### src/rtl/qbm_pkg.sv
package qbm_pkg;
   typedef enum logic [1:0] {
      S_IDLE = 2'd0,
      S_WAIT = 2'd1,
      S_XFER = 2'd2
   } seq_st_e;

   localparam int LINE_BEATS = 4;
   localparam int BEAT_W     = 2;
endpackage

### src/rtl/qbm_decode.sv
module qbm_decode (
   input  logic clk,
   input  logic rst_n,
   input  logic ads_n,
   input  logic mem_io,
   input  logic busy,
   output logic start,
   output logic proto_err
);
   logic strobe;

   assign strobe = !ads_n;
   assign start  = strobe && mem_io && !busy;

   always_ff @(posedge clk or negedge rst_n) begin
      if (!rst_n) proto_err <= 1'b0;
      else        proto_err <= strobe && busy;
   end
endmodule

### src/rtl/qbm_sequencer.sv
module qbm_sequencer #(
   parameter int AW      = 4,
   parameter int WW      = 3,
   parameter bit SLOW_EN = 1'b1
) (
   input  logic          clk,
   input  logic          rst_n,
   input  logic          start,
   input  logic [WW-1:0] wait_cfg,
   input  logic          burst_in,
   input  logic          wr_in,
   input  logic          slow_in,
   input  logic [AW-1:0] addr_in,
   output logic          busy,
   output logic          xfer,
   output logic          rdy,
   output logic          wr_q,
   output logic [AW-1:0] beat_addr
);
   import qbm_pkg::*;

   seq_st_e                  st;
   logic [WW-1:0]            cnt;
   logic [BEAT_W-1:0]        beat;
   logic                     burst_q;
   logic                     slow_q;
   logic [AW-1:0]            base_q;
   logic                     slow_eff;
   logic                     last_beat;

   generate
      if (SLOW_EN) begin : g_slow
         assign slow_eff = slow_in;
      end else begin : g_fast
         assign slow_eff = 1'b0;
      end
   endgenerate

   assign busy      = (st != S_IDLE);
   assign xfer      = (st == S_XFER);
   assign last_beat = !burst_q || (beat == BEAT_W'(LINE_BEATS - 1));
   assign beat_addr = {base_q[AW-1:BEAT_W], base_q[BEAT_W-1:0] + beat};

   always_ff @(posedge clk or negedge rst_n) begin
      if (!rst_n) begin
         st      <= S_IDLE;
         cnt     <= '0;
         beat    <= '0;
         rdy     <= 1'b0;
         burst_q <= 1'b0;
         slow_q  <= 1'b0;
         wr_q    <= 1'b0;
         base_q  <= '0;
      end else begin
         unique case (st)
            S_IDLE: begin
               if (start) begin
                  burst_q <= burst_in;
                  slow_q  <= slow_eff;
                  wr_q    <= wr_in;
                  base_q  <= addr_in;
                  beat    <= '0;
                  cnt     <= wait_cfg;
                  if (wait_cfg == '0) begin
                     st  <= S_XFER;
                     rdy <= 1'b1;
                  end else begin
                     st  <= S_WAIT;
                     rdy <= 1'b0;
                  end
               end
            end
            S_WAIT: begin
               cnt <= cnt - 1'b1;
               if (cnt == WW'(1)) begin
                  st  <= S_XFER;
                  rdy <= 1'b1;
               end
            end
            S_XFER: begin
               if (rdy) begin
                  if (last_beat) begin
                     st   <= S_IDLE;
                     rdy  <= 1'b0;
                     beat <= '0;
                  end else begin
                     beat <= beat + 1'b1;
                     rdy  <= !slow_q;
                  end
               end else begin
                  rdy <= 1'b1;
               end
            end
            default: st <= S_IDLE;
         endcase
      end
   end
endmodule

### src/rtl/qbm_store.sv
module qbm_store #(
   parameter int AW = 4,
   parameter int DW = 64
) (
   input  logic            clk,
   input  logic            we,
   input  logic [DW/8-1:0] lane_n,
   input  logic [AW-1:0]   idx,
   input  logic [DW-1:0]   wdata,
   output logic [DW-1:0]   rword
);
   localparam int LANES = DW / 8;
   localparam int DEPTH = 1 << AW;

   generate
      for (genvar g = 0; g < LANES; g++) begin : g_lane
         logic [7:0] bank [DEPTH];

         always_ff @(posedge clk) begin
            if (we && !lane_n[g]) bank[idx] <= wdata[8*g +: 8];
         end

         assign rword[8*g +: 8] = bank[idx];
      end
   endgenerate
endmodule

### src/rtl/qword_burst_mem.sv
module qword_burst_mem #(
   parameter int AW      = 4,
   parameter int DW      = 64,
   parameter int WW      = 3,
   parameter bit SLOW_EN = 1'b1
) (
   input  logic            clk,
   input  logic            rst_n,
   input  logic            ads_n,
   input  logic            mem_io,
   input  logic            wr,
   input  logic            line_n,
   input  logic [DW/8-1:0] be_n,
   input  logic [AW-1:0]   addr,
   input  logic [DW-1:0]   wdata,
   input  logic [WW-1:0]   wait_cfg,
   input  logic            slow_burst,
   output logic [DW-1:0]   rdata,
   output logic            data_oe,
   output logic            rdy_n,
   output logic            proto_err
);
   localparam int LANES = DW / 8;

   initial begin
      if (DW % 8 != 0) $error("DW must be a whole number of bytes");
      if (AW < qbm_pkg::BEAT_W) $error("AW must cover one burst line");
      if (WW < 1) $error("WW must be at least 1");
   end

   logic             busy;
   logic             start;
   logic             xfer;
   logic             rdy;
   logic             wr_q;
   logic [AW-1:0]    beat_addr;
   logic [LANES-1:0] be_q;
   logic [DW-1:0]    rword;

   qbm_decode u_dec (
      .clk       (clk),
      .rst_n     (rst_n),
      .ads_n     (ads_n),
      .mem_io    (mem_io),
      .busy      (busy),
      .start     (start),
      .proto_err (proto_err)
   );

   qbm_sequencer #(.AW(AW), .WW(WW), .SLOW_EN(SLOW_EN)) u_seq (
      .clk       (clk),
      .rst_n     (rst_n),
      .start     (start),
      .wait_cfg  (wait_cfg),
      .burst_in  (!line_n),
      .wr_in     (wr),
      .slow_in   (slow_burst),
      .addr_in   (addr),
      .busy      (busy),
      .xfer      (xfer),
      .rdy       (rdy),
      .wr_q      (wr_q),
      .beat_addr (beat_addr)
   );

   always_ff @(posedge clk or negedge rst_n) begin
      if (!rst_n)     be_q <= '1;
      else if (start) be_q <= be_n;
   end

   qbm_store #(.AW(AW), .DW(DW)) u_mem (
      .clk    (clk),
      .we     (rdy && wr_q),
      .lane_n (be_q),
      .idx    (beat_addr),
      .wdata  (wdata),
      .rword  (rword)
   );

   assign rdy_n   = !rdy;
   assign data_oe = xfer && !wr_q;
   assign rdata   = data_oe ? rword : '0;
endmodule

### config.mk
export PLATFORM = sky130hd
export DESIGN_NAME = qword_burst_mem
export DESIGN_NICKNAME = d
export VERILOG_FILES = /design/src/rtl/qbm_pkg.sv /design/src/rtl/qbm_decode.sv /design/src/rtl/qbm_sequencer.sv /design/src/rtl/qbm_store.sv /design/src/rtl/qword_burst_mem.sv
export SDC_FILE = /design/constraint.sdc
export NUM_CORES = 1
export LEC_CHECK = 0
export ABC_CLOCK_PERIOD_IN_PS = 4100
export BUFFER_PORTS_ARGS = -buffer_cell sky130_fd_sc_hd__buf_4
export CORE_ASPECT_RATIO = 0.9
export CORE_MARGIN = 4
export CORE_UTILIZATION = 63
export DETAILED_ROUTE_END_ITERATION = 6
export PLACE_DENSITY = 0.81
export SLEW_MARGIN = 40
export SYNTH_ARGS = -nofsm -noshare
export SYNTH_HDL_FRONTEND = slang
export SYNTH_HIERARCHICAL = 1
export SYNTH_SLANG_ARGS = --single-unit
### constraint.sdc
create_clock -name clk -period 4.1 [get_ports clk]
set_clock_uncertainty 0.05 [all_clocks]
set_input_delay 0.41 -clock clk [delete_from_list [all_inputs] [get_ports clk]]
set_output_delay 0.41 -clock clk [all_outputs]
set_load 0.005 [all_outputs]
==> impl_metrics.py <==
metrics = {
    "global_routing": {
        "grt_usage_pct": 29.26,
        "antenna_found_initial": 0,
        "overflow": 0,
        "grt_pass1_wl_mm": 148.7,
        "grt_pass1_vias": 22450,
        "grt_max_degree": 91,
    },
    "place": {
        "dp_slack_ps": 630.3,
        "placed_area_sq_um": 43640,
        "hpwlAfterDp_mm": 54.44,
        "gp_congestion": 0.7885,
        "port_buffers": 152,
    },
    "worst_setup_path": {
        "required_ps": 3640,
        "r2r.worst_path.cells": 9,
        "endpoint_kind": "primary output",
        "cp_slowest_stage_delay_ps": 450,
        "critPathLaunchType": "flip-flop",
        "worstReg2RegEnd": "u_mem/g_lane[6].bank[8][1]$_DFFE_PP_",
        "r2r_slack_ps": 540,
        "critical-path-top-delay-family": "buffers and inverters",
        "path_max_fanout": 45,
        "cp.arrival_ps": 3570,
        "reg2reg_from": "u_seq/beat[0]$_DFFE_PN0P_",
        "path_cells": "ha_4 > xnor2_2 > xnor2_4 > buf_12 > buf_6 > mux4_2 > a22oi_1 > nand2_1 > and3b_1 > buf_4",
        "critical-path-slowest-cell": "dfrtp_1",
        "path_buf_inv": 3,
        "crit_type": "flip-flop to primary output",
    },
    "power": {
        "power.share.combinational_pct": 31.8,
        "power_switching_mw": 9.553,
        "power.leakage_nw": 15.94,
        "clkPwrFrac_pct": 29.3,
        "ir_drop_uv": 686.1,
        "power.internal_mw": 22.17,
        "seqPwrFrac_pct": 38.9,
        "switching_share_pct": 30.11,
        "power.density_nw_per_um2": 665.4,
    },
    "layout": {
        "nets": 2354,
        "drive_above_1_share_pct": 31.98,
        "n_fill_cell": 3268,
        "area_growth_pct": 16.93,
        "final_cell_area_sq_um": 47670,
    },
    "routing": {
        "vias_per_cell": 6.767,
        "drt_iter0_drc": 3014,
        "drc": 0,
        "vias": 21650,
        "first_pass_iters": 6,
        "wl_per_cell_um": 31.55,
        "drt_wl_total_mm": 100.9,
        "drtAntennaViolNets": 0,
    },
    "sta": {
        "worst_slack_ps": 71.58,
        "min_period_ps": 4028,
        "maxSlewHeadroom_pct": 35.94,
        "setup_viol": 0,
        "min_period_over_period_pct": 98.25,
        "max_freq_ghz": 0.2482,
        "final_hold_viol_count": 0,
        "whs_ps": 24.14,
        "drv_slew": 0,
        "worst_pin_slew_ps": 958.2,
    },
    "clocking": {
        "cts_root_buf": "clkbuf_16",
        "clock_path_buffers": 3,
        "clk_pin_slew_ps": 70,
        "clock-sinks": 1048,
        "insertion_delay_ps": 670,
        "cts.htree.levels": 3,
        "cts_tree": "built",
        "cts_made_buffers": 98,
    },
    "run_status": {
        "status": "completed",
    },
    "synth": {
        "yosys.cell_types.count": 43,
        "synth_ff_type": "edfxtp_1",
        "async_flop_share_pct": 2.290,
        "synth-edff-count": 1024,
        "netlist_instances": 1920,
        "synth_nets": 2014,
        "yosys_warnings": 6,
        "synth_seq_cells": 1048,
        "netlist_area_sq_um": 40770,
        "yosysSeqAreaShare_pct": 76.91,
        "avgSynthCellArea_sq_um": 21.24,
    },
    "hold_path": {
        "hold_start": "wdata[61]",
        "whs_path_depth": 1,
        "holdPathEnd": "u_mem/g_lane[7].bank[13][5]$_DFFE_PP_",
        "hp-class": "input pin to flip-flop",
    },
    "floorplanning": {
        "rows": 88,
        "die-area_sq_um": 68860,
        "io_pins": 153,
        "core_area_sq_um": 64080,
        "die_w_um": 276.2,
        "fp.dieH_um": 249.3,
        "start_util_pct": 63.63,
    },
    "run": {
        "drv_cap": 0,
    },
}
[logic make-up after synthesis]
family | count (synthesis) | share of synthesized area, %
AOI/OAI and AO/OA | 145 | 2.630
buffers and inverters | 133 | 1.602
DFF | 1048 | 76.91
xor gates and xnor gates | 2 | 0.04297
and+or+nand+nor | 310 | 3.934
muxes | 274 | 14.63
adders and majority gates | 8 | 0.2455
[flip-flops by register name, indices dropped and copies added, names as in the netlist]
register / count
u_seq/st: 2
u_seq/slow_q: 1
u_seq/beat: 2
u_seq/base_q: 4
u_dec/proto_err: 1
be_q: 8
u_mem/g_lane.bank: 1024
u_seq/rdy: 1
u_seq/wr_q: 1
u_seq/cnt: 3
u_seq/burst_q: 1
[worst register-to-register path: stages (launching register included)]
cell,delay [ps]
dfrtp_1,450
ha_4,200
xnor2_2,240
xnor2_4,160
buf_4,180
buf_12,120
buf_4,150
nor2_1,200
nand2_1,570
nor2_1,870
[Yosys cell counts (2+ instances only)]
| master | n | area (sq um) |
|---|---|---|
| a21oi_1 | 5 | 25.02 |
| dfrtp_1 | 16 | 400.4 |
| mux2i_1 | 2 | 20.02 |
| clkbuf_1 | 62 | 232.7 |
| buf_1 | 11 | 41.29 |
| buf_2 | 27 | 135.1 |
| nand3_1 | 5 | 25.02 |
| dfstp_2 | 8 | 210.2 |
| mux4_2 | 256 | 5766 |
| nand2b_1 | 11 | 68.82 |
| nor2b_1 | 8 | 50.05 |
| buf_4 | 14 | 105.1 |
| nand2_1 | 78 | 292.8 |
| and2_1 | 2 | 12.51 |
| and3b_1 | 64 | 560.5 |
| buf_6 | 9 | 101.4 |
| o21ai_0 | 4 | 20.02 |
| mux2_1 | 8 | 90.09 |
| ha_1 | 8 | 100.1 |
| edfxtp_1 | 1024 | 30750 |
| a22oi_1 | 128 | 960.9 |
| xnor2_1 | 2 | 17.52 |
| mux2_2 | 8 | 90.09 |
| nor2_1 | 132 | 495.5 |
| inv_1 | 10 | 37.54 |
[worst max path at each step]
| stage | startpoint | end | slack (ps) | cells after the start |
|---|---|---|---|---|
| after floorplan | u_seq/beat[0]$_DFFE_PN0P_ | rdata[10] | 1340 | 10 |
| after global placement | u_seq/beat[0]$_DFFE_PN0P_ | rdata[58] | 680 | 7 |
| after detailed placement | u_seq/beat[0]$_DFFE_PN0P_ | rdata[63] | 630 | 7 |
| after CTS | u_seq/beat[0]$_DFFE_PN0P_ | rdata[0] | 50 | 9 |
| after global routing | u_seq/beat[0]$_DFFE_PN0P_ | rdata[7] | -10 | 10 |
| final | u_seq/beat[0]$_DFFE_PN0P_ | rdata[7] | 70 | 10 |
[layout by cell type, fill, tap and decap left out, types with 3 or more instances in the layout]
master | netlist | layout
edfxtp_1 | 1024 | 1024
buf_4 | 14 | 291
mux4_2 | 256 | 256
a22oi_1 | 128 | 128
nor2_1 | 132 | 126
clkbuf_16 | 0 | 100
nand2_1 | 78 | 78
and3b_1 | 64 | 64
dlygate4sd3_1 | 0 | 55
clkbuf_1 | 62 | 20
clkinv_2 | 0 | 19
clkinv_1 | 0 | 15
dfrtp_1 | 16 | 15
bufinv_16 | 0 | 14
buf_12 | 0 | 11
nand2b_1 | 11 | 11
inv_1 | 10 | 10
mux2_2 | 8 | 8
dfstp_2 | 8 | 8
mux2_1 | 8 | 8
nor2b_1 | 8 | 6
clkinvlp_4 | 0 | 6
ha_1 | 8 | 6
nor2_2 | 0 | 5
a21oi_1 | 5 | 5
inv_6 | 0 | 4
nand3_1 | 5 | 4
o21ai_0 | 4 | 4
clkbuf_8 | 0 | 3
buf_6 | 9 | 3
nor2b_4 | 1 | 3
[power groups by stage]
stage	registers (mW)	logic (mW)	clock network [mW]
6_report	12.3	10.1	9.30
5_1_grt	12.4	10.6	9.87
4_1_cts	12.3	9.87	9.35
3_5_place_dp	12.5	9.38	0
3_3_place_gp	12.5	9.18	0
2_1_floorplan	12.5	6.70	0
[cell type report]
class | instances | area [sq um] | area share [%]
clock inverters | 60 | 684.4 | 1.436
multi-input cells | 739 | 8848 | 18.56
inverters | 10 | 37.54 | 0.07873
diodes | 2 | 5.005 | 0.01050
repair buffers | 363 | 3074 | 6.448
flip-flops and latches | 1048 | 31360 | 65.78
clock buffers | 122 | 2594 | 5.441
well taps | 855 | 1070 | 2.244
[timing repair]
item / CTS / global route
hold buffers: 55 / 0
gates resized for setup: 2 / 3
gates cloned: 1 / 1
setup endpoints to repair: 38 / 27
buffers inserted: 4 / 2
pin swaps: 2 / 1
hold endpoints to repair: 548 / 0
[stage by stage]
step	total power, mW	TNS (ps)	cells	utilization, %
floorplan	19.17	0	1920	-
global placement	21.69	0	2950	68.09
detailed placement	21.92	0	2951	68.11
CTS	31.56	0	3193	74.25
global route	32.88	-27.04	3197	74.39
finish	31.72	0	3199	74.40
[per-layer routing]
metal  GRT usage (%)  routed length [um]
met5               0                   0
met4           11.45                4455
met3           5.445                9911
met2           48.25               51160
met1           39.79               35410
No activity file was read; power rests on OpenSTA's default activity.
